--- src/rtl/ssp_pkg.sv ---
package ssp_pkg;
  localparam logic [11:0] OFF_CTRL0 = 12'h000;
  localparam logic [11:0] OFF_CTRL1 = 12'h004;
  localparam logic [11:0] OFF_DATA  = 12'h008;
  localparam logic [11:0] OFF_STAT  = 12'h00C;
  localparam logic [11:0] OFF_PRESC = 12'h010;
  localparam logic [11:0] OFF_IMASK = 12'h014;
  localparam logic [11:0] OFF_RAW   = 12'h018;
  localparam logic [11:0] OFF_MIS   = 12'h01C;
  localparam logic [11:0] OFF_DMA   = 12'h020;

  typedef enum logic [1:0] {ENG_IDLE, ENG_REQ, ENG_WAIT} eng_state_t;

  function automatic logic [7:0] id_byte(input logic [2:0] idx);
    case (idx)
      3'd0: id_byte = 8'h22;
      3'd1: id_byte = 8'h10;
      3'd2: id_byte = 8'h04;
      3'd3: id_byte = 8'h00;
      3'd4: id_byte = 8'h0D;
      3'd5: id_byte = 8'hF0;
      3'd6: id_byte = 8'h05;
      default: id_byte = 8'hB1;
    endcase
  endfunction
endpackage

--- src/rtl/ssp_fifo.sv ---
module ssp_fifo #(
  parameter int W     = 16,
  parameter int DEPTH = 8,
  localparam int PTR_W = $clog2(DEPTH),
  localparam int LVL_W = $clog2(DEPTH) + 1
) (
  input  logic             clk,
  input  logic             rst,
  input  logic             push,
  input  logic [W-1:0]     push_data,
  input  logic             pop,
  output logic [W-1:0]     head_data,
  output logic [LVL_W-1:0] level
);
  logic [W-1:0]     mem [DEPTH];
  logic [PTR_W-1:0] wr_ptr, rd_ptr;

  always_ff @(posedge clk) begin
    if (push) mem[wr_ptr] <= push_data;
  end

  always_ff @(posedge clk) begin
    if (rst) begin
      wr_ptr <= '0;
      rd_ptr <= '0;
      level  <= '0;
    end else begin
      if (push) wr_ptr <= wr_ptr + 1'b1;
      if (pop)  rd_ptr <= rd_ptr + 1'b1;
      case ({push, pop})
        2'b10:   level <= level + 1'b1;
        2'b01:   level <= level - 1'b1;
        default: level <= level;
      endcase
    end
  end

  assign head_data = mem[rd_ptr];

  // a queue is never written beyond its depth
  p_no_overflow_r6: assert property (@(posedge clk) disable iff (rst)
    push |-> (level < LVL_W'(DEPTH)));
  // an empty queue is never popped
  p_no_underflow_r4: assert property (@(posedge clk) disable iff (rst)
    pop |-> (level != '0));
endmodule

--- src/rtl/ssp_xfer_engine.sv ---
module ssp_xfer_engine
  import ssp_pkg::*;
#(
  parameter int W = 16
) (
  input  logic         clk,
  input  logic         rst,
  input  logic         run,
  input  logic         loopback,
  input  logic         tx_avail,
  input  logic         rx_space,
  input  logic [W-1:0] tx_word,
  input  logic [W-1:0] word_mask,
  output logic         tx_pop,
  output logic         rx_push,
  output logic [W-1:0] rx_word,
  output logic         in_flight,
  output logic         req_valid,
  output logic [W-1:0] req_data,
  input  logic         req_ready,
  input  logic         resp_valid,
  input  logic [W-1:0] resp_data
);
  eng_state_t state;
  logic       start;

  assign start     = (state == ENG_IDLE) && run && tx_avail && rx_space;
  assign tx_pop    = start;
  assign rx_push   = (start && loopback) || ((state == ENG_WAIT) && resp_valid);
  assign rx_word   = (state == ENG_WAIT) ? (resp_data & word_mask) : (tx_word & word_mask);
  assign in_flight = (state != ENG_IDLE);
  assign req_valid = (state == ENG_REQ);

  always_ff @(posedge clk) begin
    if (rst) begin
      state    <= ENG_IDLE;
      req_data <= '0;
    end else begin
      case (state)
        ENG_IDLE: if (start && !loopback) begin
          req_data <= tx_word;
          state    <= ENG_REQ;
        end
        ENG_REQ:  if (req_ready)  state <= ENG_WAIT;
        ENG_WAIT: if (resp_valid) state <= ENG_IDLE;
        default:  state <= ENG_IDLE;
      endcase
    end
  end

  // no second word leaves the queue while an exchange is outstanding
  p_single_xfer_r7: assert property (@(posedge clk) disable iff (rst)
    in_flight |-> !tx_pop);
  // a presented word is held until accepted
  p_req_hold_r7: assert property (@(posedge clk) disable iff (rst)
    (req_valid && !req_ready) |=> (req_valid && $stable(req_data)));
  // words leave the transmit queue only while the port runs
  p_run_gate_r5: assert property (@(posedge clk) disable iff (rst)
    tx_pop |-> run);
  // no receive push when the receive queue had no room at start
  p_stall_r6: assert property (@(posedge clk) disable iff (rst)
    (!rx_space && !in_flight) |-> !rx_push);
endmodule

--- src/rtl/ssp_ctrl.sv ---
module ssp_ctrl
  import ssp_pkg::*;
#(
  parameter int DATA_W     = 16,
  parameter int FIFO_DEPTH = 8,
  parameter int ADDR_W     = 12
) (
  input  logic              clk,
  input  logic              rst,
  input  logic [ADDR_W-1:0] bus_addr,
  input  logic              bus_wr,
  input  logic              bus_rd,
  input  logic [31:0]       bus_wdata,
  output logic [31:0]       bus_rdata,
  output logic              irq,
  output logic              xchg_req_valid,
  input  logic              xchg_req_ready,
  output logic [DATA_W-1:0] xchg_req_data,
  input  logic              xchg_resp_valid,
  input  logic [DATA_W-1:0] xchg_resp_data
);
  localparam int LVL_W = $clog2(FIFO_DEPTH) + 1;
  localparam logic [LVL_W-1:0] LVL_FULL = LVL_W'(FIFO_DEPTH);
  localparam logic [LVL_W-1:0] LVL_HALF = LVL_W'(FIFO_DEPTH / 2);

  logic [31:0] ctrl0, ctrl1, imask;
  logic [7:0]  presc;
  logic [DATA_W-1:0] word_mask, tx_head, rx_head, rx_word;
  logic [LVL_W-1:0]  tx_level, rx_level;
  logic tx_push, tx_pop, rx_push, rx_pop, in_flight;
  logic is_data, is_id;
  logic [4:0]  status;
  logic [3:0]  raw;
  logic [31:0] rd_mux;

  for (genvar i = 0; i < DATA_W; i++) begin : g_mask
    assign word_mask[i] = (i <= int'(ctrl0[3:0]));
  end

  assign is_data = (bus_addr == ADDR_W'(OFF_DATA));
  assign is_id   = (bus_addr[ADDR_W-1:5] == '1);
  assign tx_push = bus_wr && is_data && (tx_level != LVL_FULL);
  assign rx_pop  = bus_rd && is_data && (rx_level != '0);

  always_ff @(posedge clk) begin
    if (rst) begin
      ctrl0 <= 32'h7;
      ctrl1 <= '0;
      imask <= '0;
      presc <= '0;
    end else if (bus_wr) begin
      case (bus_addr)
        ADDR_W'(OFF_CTRL0): ctrl0 <= bus_wdata;
        ADDR_W'(OFF_CTRL1): ctrl1 <= bus_wdata;
        ADDR_W'(OFF_IMASK): imask <= bus_wdata;
        ADDR_W'(OFF_PRESC): presc <= bus_wdata[7:0];
        default: ;
      endcase
    end
  end

  ssp_fifo #(.W(DATA_W), .DEPTH(FIFO_DEPTH)) tx_q_i (
    .clk(clk), .rst(rst), .push(tx_push), .push_data(bus_wdata[DATA_W-1:0] & word_mask),
    .pop(tx_pop), .head_data(tx_head), .level(tx_level)
  );

  ssp_fifo #(.W(DATA_W), .DEPTH(FIFO_DEPTH)) rx_q_i (
    .clk(clk), .rst(rst), .push(rx_push), .push_data(rx_word),
    .pop(rx_pop), .head_data(rx_head), .level(rx_level)
  );

  ssp_xfer_engine #(.W(DATA_W)) eng_i (
    .clk(clk), .rst(rst),
    .run(ctrl1[1] && !ctrl1[2]), .loopback(ctrl1[0]),
    .tx_avail(tx_level != '0), .rx_space(rx_level != LVL_FULL),
    .tx_word(tx_head), .word_mask(word_mask),
    .tx_pop(tx_pop), .rx_push(rx_push), .rx_word(rx_word), .in_flight(in_flight),
    .req_valid(xchg_req_valid), .req_data(xchg_req_data), .req_ready(xchg_req_ready),
    .resp_valid(xchg_resp_valid), .resp_data(xchg_resp_data)
  );

  assign status = {(tx_level != '0) || in_flight, rx_level == LVL_FULL,
                   rx_level != '0, tx_level != LVL_FULL, tx_level == '0};
  assign raw    = {tx_level <= LVL_HALF, rx_level >= LVL_HALF, 2'b00};

  always_comb begin
    rd_mux = '0;
    if (is_id) begin
      rd_mux = {24'h0, id_byte(bus_addr[4:2])};
    end else begin
      case (bus_addr)
        ADDR_W'(OFF_CTRL0): rd_mux = ctrl0;
        ADDR_W'(OFF_CTRL1): rd_mux = ctrl1;
        ADDR_W'(OFF_DATA):  rd_mux = (rx_level != '0) ? 32'(rx_head) : 32'h0;
        ADDR_W'(OFF_STAT):  rd_mux = 32'(status);
        ADDR_W'(OFF_PRESC): rd_mux = 32'(presc);
        ADDR_W'(OFF_IMASK): rd_mux = imask;
        ADDR_W'(OFF_RAW):   rd_mux = 32'(raw);
        ADDR_W'(OFF_MIS):   rd_mux = 32'(raw & imask[3:0]);
        default:            rd_mux = '0;
      endcase
    end
  end

  always_ff @(posedge clk) begin
    if (rst) begin
      bus_rdata <= '0;
      irq       <= 1'b0;
    end else begin
      if (bus_rd) bus_rdata <= rd_mux;
      irq <= |(raw & imask[3:0]);
    end
  end

  // a write into a full transmit queue is dropped
  p_drop_full_r3: assert property (@(posedge clk) disable iff (rst)
    (bus_wr && is_data && tx_level == LVL_FULL && !tx_pop) |=> (tx_level == LVL_FULL));
  // reading an empty receive queue returns zero
  p_empty_read_r4: assert property (@(posedge clk) disable iff (rst)
    (bus_rd && is_data && rx_level == '0) |=> (bus_rdata == 32'h0));
  // with a cleared mask the interrupt stays low
  p_irq_masked_r9: assert property (@(posedge clk) disable iff (rst)
    ($past(imask[3:2]) == 2'b00) |-> !irq);
  // receive queue never exceeds its depth
  p_rx_bound_r6: assert property (@(posedge clk) disable iff (rst)
    rx_level <= LVL_FULL);
endmodule

--- config.mk ---
export PLATFORM = sky130hd
export DESIGN_NAME = ssp_ctrl
export DESIGN_NICKNAME = d
export VERILOG_FILES = /design/src/rtl/ssp_pkg.sv /design/src/rtl/ssp_fifo.sv /design/src/rtl/ssp_xfer_engine.sv /design/src/rtl/ssp_ctrl.sv
export SDC_FILE = /design/constraint.sdc
export NUM_CORES = 1
export LEC_CHECK = 0
export CORE_ASPECT_RATIO = 0.8
export CORE_UTILIZATION = 63
export DETAILED_ROUTE_END_ITERATION = 10
export PLACE_DENSITY = 0.84
export SLEW_MARGIN = 30
export SYNTH_ARGS = -nofsm -noshare
export SYNTH_HDL_FRONTEND = slang
export SYNTH_SLANG_ARGS = --single-unit
--- constraint.sdc ---
create_clock -name clk -period 5.9 [get_ports clk]
set_input_delay 0.885 -clock clk [delete_from_list [all_inputs] [get_ports clk]]
set_output_delay 0.885 -clock clk [all_outputs]
set_load 0.1 [all_outputs]
==> run_results.csv <==
group,metric,value,unit
run_status,outcome,"complete, no violations",
timing,setup_viol,0,
timing,fin_worst_skew,0.01405,ns
logic_synthesis,async_flop_share,0,%
layout,area_growth_syn_to_layout,16.90,%
global_routing,grt_max_degree,98,
timing,fin_hold_ws,0.4528,ns
job,cap_violations,0,
critical_path,reg2reg_slack,2.63,ns
critical_path,cp_slowest_cell,"nand3_1",
critical_path,required,6.36,ns
global_routing,grt_overflow,0,
timing,min_period_over_period,68.70,%
critical_path,end_kind,"flip-flop",
drt,drc,0,
critical_path,critical_path.top_delay_family,"simple AND/OR/NAND/NOR gates",
timing,rsz0062_at_grt,"false",
clock_tree,postCtsSetupRepairBufs,0,
layout,fin_util,75.42,%
logic_synthesis,yosysTopAreaCell,"edfxtp_1",
place,gp_congestion,0.8609,
power,clockPowerShare,43.9,%
power,cellInternalPower,4.746,mW
worst_hold_path,min_to,"ctrl1[3]",
clock_tree,clockRootBuffer,"clkbuf_16",
power,p_total,5.945,mW
layout,multi_input_area,6110,µm²
timing,slew_headroom,30.34,%
timing,timing.final.ws_setup,1.847,ns
clock_tree,cts_tree,"yes",
clock_tree,clk_pin_slew,0.06,ns
global_routing,grt_pass1_vias,12110,
clock_tree,numCtsBuffers,41,
layout,stdcell_count,1886,
critical_path,cp.buffers_inverters,1,
critical_path,path_cells,"clkdlybuf4s50_1, nor4_1, nand3_1, nor3_2, ha_1, xor2_1, ha_1, a21oi_1, xor2_1, or3_1, a21oi_1",
critical_path,cp.arrival,4.51,ns
drt,ant_nets,0,
power,pwr-share-seq,53.8,%
floorplan,die_x,189.6,µm
logic_synthesis,yosys.area.top_type_share,43.33,%
floorplan,io_pins,116,
critical_path,r2r_end,"rx_q_i.level[2]",
timing,tightestPinTransition,1.042,ns
layout,final_area,20740,µm²
place,io_buffers,115,
power,swShare,20.16,%
floorplan,die_y,152.1,µm
layout,drive_gt1_share,14.46,%
layout,nFillCells,1616,
logic_synthesis,synth_flop_cell,"edfxtp_1",
place,placedCellCount,1806,
worst_hold_path,holdPathStages,2,
logic_synthesis,ys_types,58,
timing,min_period,4.053,ns
layout,finalNetCount,1565,
floorplan,start_util,64.51,%
timing,hold_viol,0,
drt,drt-vias-per-instance,6.577,
logic_synthesis,synth.cells.most_frequent,"edfxtp_1, nand2_1, dfxtp_1",
power,combPwrFrac,2.3,%
logic_synthesis,synth_edf_count,256,
critical_path,cpPeakStageDelay,0.60,ns
drt,routedWlPerCell,24.72,µm
place,post-place-ws,1.480,ns
critical_path,crit_path_start_kind,"input port",
clock_tree,cts.repair.resized,0,
clock_tree,htree_levels,2,
power,irDropWorstVdd,0.0002822,V
critical_path,critPathKind,"in -> reg",
global_routing,grt_pass1_wl,70410,µm
logic_synthesis,yosysMostFrequentCell,"edfxtp_1",
logic_synthesis,syn_inst,1385,
timing,max_freq,246.7,MHz
clock_tree,clkLatencyLatePin,0.54,ns
global_routing,grtUsageTotal,32.52,%
critical_path,reg2reg_depth,9,
drt,drtIter0Drc,1665,
layout,seqCellArea,11320,µm²
place,hpwl,28740,µm
floorplan,core.rowCount,54,
floorplan,die-area,28840,µm²
clock_tree,cts.sink_count,437,
logic_synthesis,synth_warnings,0,
critical_path,crit_path_max_fanout,12,
critical_path,r2r_start,"rx_q_i.level[1]",
worst_hold_path,hp-class,"reg -> reg",
power,power.switching,1.198,mW
timing,final.setup.tns,0,ns
logic_synthesis,syn_area,17740,µm²
timing,final-max-slew-violation-count,0,
floorplan,fp.coreArea,27500,µm²
power,p_per_area,286.7,nW/µm²
place,dpl_cell_area,19340,µm²
logic_synthesis,ys_ff_latch,437,
logic_synthesis,synth.area.top_cells,"edfxtp_1, dfxtp_1, mux4_2",
power,p_leak,6.590,nW
logic_synthesis,ys_seq_area_share,63.76,%
logic_synthesis,avgSynthCellArea,12.81,µm²
drt,wl,46620,µm
logic_synthesis,syn-num-nets,1461,
clock_tree,ctsHoldBuffers,0,
clock_tree,cts_max_path_buffers,3,
global_routing,antenna_found_initial,2,
drt,drtPass1Iterations,8,
worst_hold_path,holdCritStartpoint,"ctrl1[3]",
drt,dr_total_vias,12410,
==> registers in the layout, summed over array words and instances, names as in the netlist, 8 cells and up, named ones only <==
name,cells
rx_q_i.mem,128
tx_q_i.mem,128
bus_rdata,32
ctrl0,32
ctrl1,32
imask,32
eng_i.req_data,16
presc,8
==> metal layers <==
layer | vias up | GRT usage (%) | share of wire [%]
li1 | 5382 | - | -
met5 | - | 0 | 0.028
met2 | 838 | 50.53 | 47
met4 | 2 | 13.52 | 3.9
met1 | 6045 | 45.50 | 38
met3 | 138 | 6.006 | 11
==> final cells by class <==
| cell class | count | area share (%) |
|---|---|---|
| Clock inverter | 16 | 0.5913 |
| Sequential cell | 437 | 54.56 |
| Inverter | 16 | 0.2896 |
| Antenna cell | 1 | 0.01207 |
| Multi-Input combinational cell | 838 | 29.46 |
| Clock buffer | 59 | 5.768 |
| Timing Repair Buffer | 155 | 7.119 |
| Tap cell | 364 | 2.196 |
==> logic make-up (layout without fill, tap and decap cells) <==
group / after synthesis / count (layout) / share of synthesized area (%)
muxes: 126 / 126 / 12.09
adders and majority gates: 10 / 10 / 0.7053
and+or+nand+nor: 426 / 426 / 10.96
xor gates and xnor gates: 13 / 13 / 0.6418
buffers and inverters: 110 / 246 / 2.680
AOI/OAI and AO/OA: 263 / 263 / 9.168
DFF: 437 / 437 / 63.76
other: 0 / 1 / 0
==> power by group through the flow <==
stage	logic (mW)	registers, mW	clock network [mW]
after detailed placement	0.132	3.27	0
final	0.136	3.20	2.61
after floorplan	0.0508	3.27	0
after CTS	0.132	3.20	2.63
after global placement	0.130	3.27	0
after global routing	0.142	3.20	2.73
==> worst max path at each step <==
stage,end,depth (start not counted),startpoint
after floorplan,tx_q_i.mem[0][0],4,bus_addr[8]
after global placement,rx_q_i.level[2],11,bus_addr[11]
after detailed placement,rx_q_i.level[2],11,bus_addr[11]
after CTS,rx_q_i.level[2],11,bus_addr[11]
after global routing,rx_q_i.level[2],11,bus_addr[11]
final,rx_q_i.level[2],11,bus_addr[11]
==> worst reg2reg max path: cells and delay by family, from the launching register on <==
family | cells | cell delay (ns)
simple gates | 2 | 0.95
xor+xnor | 2 | 0.25
fa+ha+maj | 2 | 0.60
compound gates | 3 | 0.98
flops | 1 | 0.41
==> cell usage in the layout (no fill, tap or decap), drive strengths merged, types with 3 or more instances in the layout <==
master | netlist | layout
dfxtp | 181 | 181
and2 | 3 | 3
mux2 | 16 | 16
a211oi | 43 | 43
xnor2 | 4 | 4
nand3 | 9 | 9
clkdlybuf4s50 | 0 | 114
buf | 41 | 40
ha | 10 | 10
nand4 | 6 | 6
a222oi | 16 | 16
nor3b | 5 | 5
o22ai | 3 | 3
nor3 | 22 | 22
o21ai | 21 | 21
xor2 | 9 | 9
clkbuf | 53 | 60
o21a | 7 | 7
and3 | 4 | 4
nand2b | 6 | 6
a221oi | 12 | 12
edfxtp | 256 | 256
mux4 | 69 | 69
or3 | 5 | 5
mux2i | 41 | 41
nor2b | 13 | 13
nor4 | 14 | 14
nor4b | 5 | 5
nand2 | 243 | 243
inv | 16 | 17
nor2 | 80 | 80
a21oi | 144 | 144
nor4bb | 4 | 4
clkinv | 0 | 11
o31ai | 3 | 3
Note: power is estimated with default switching activity, not from simulation.
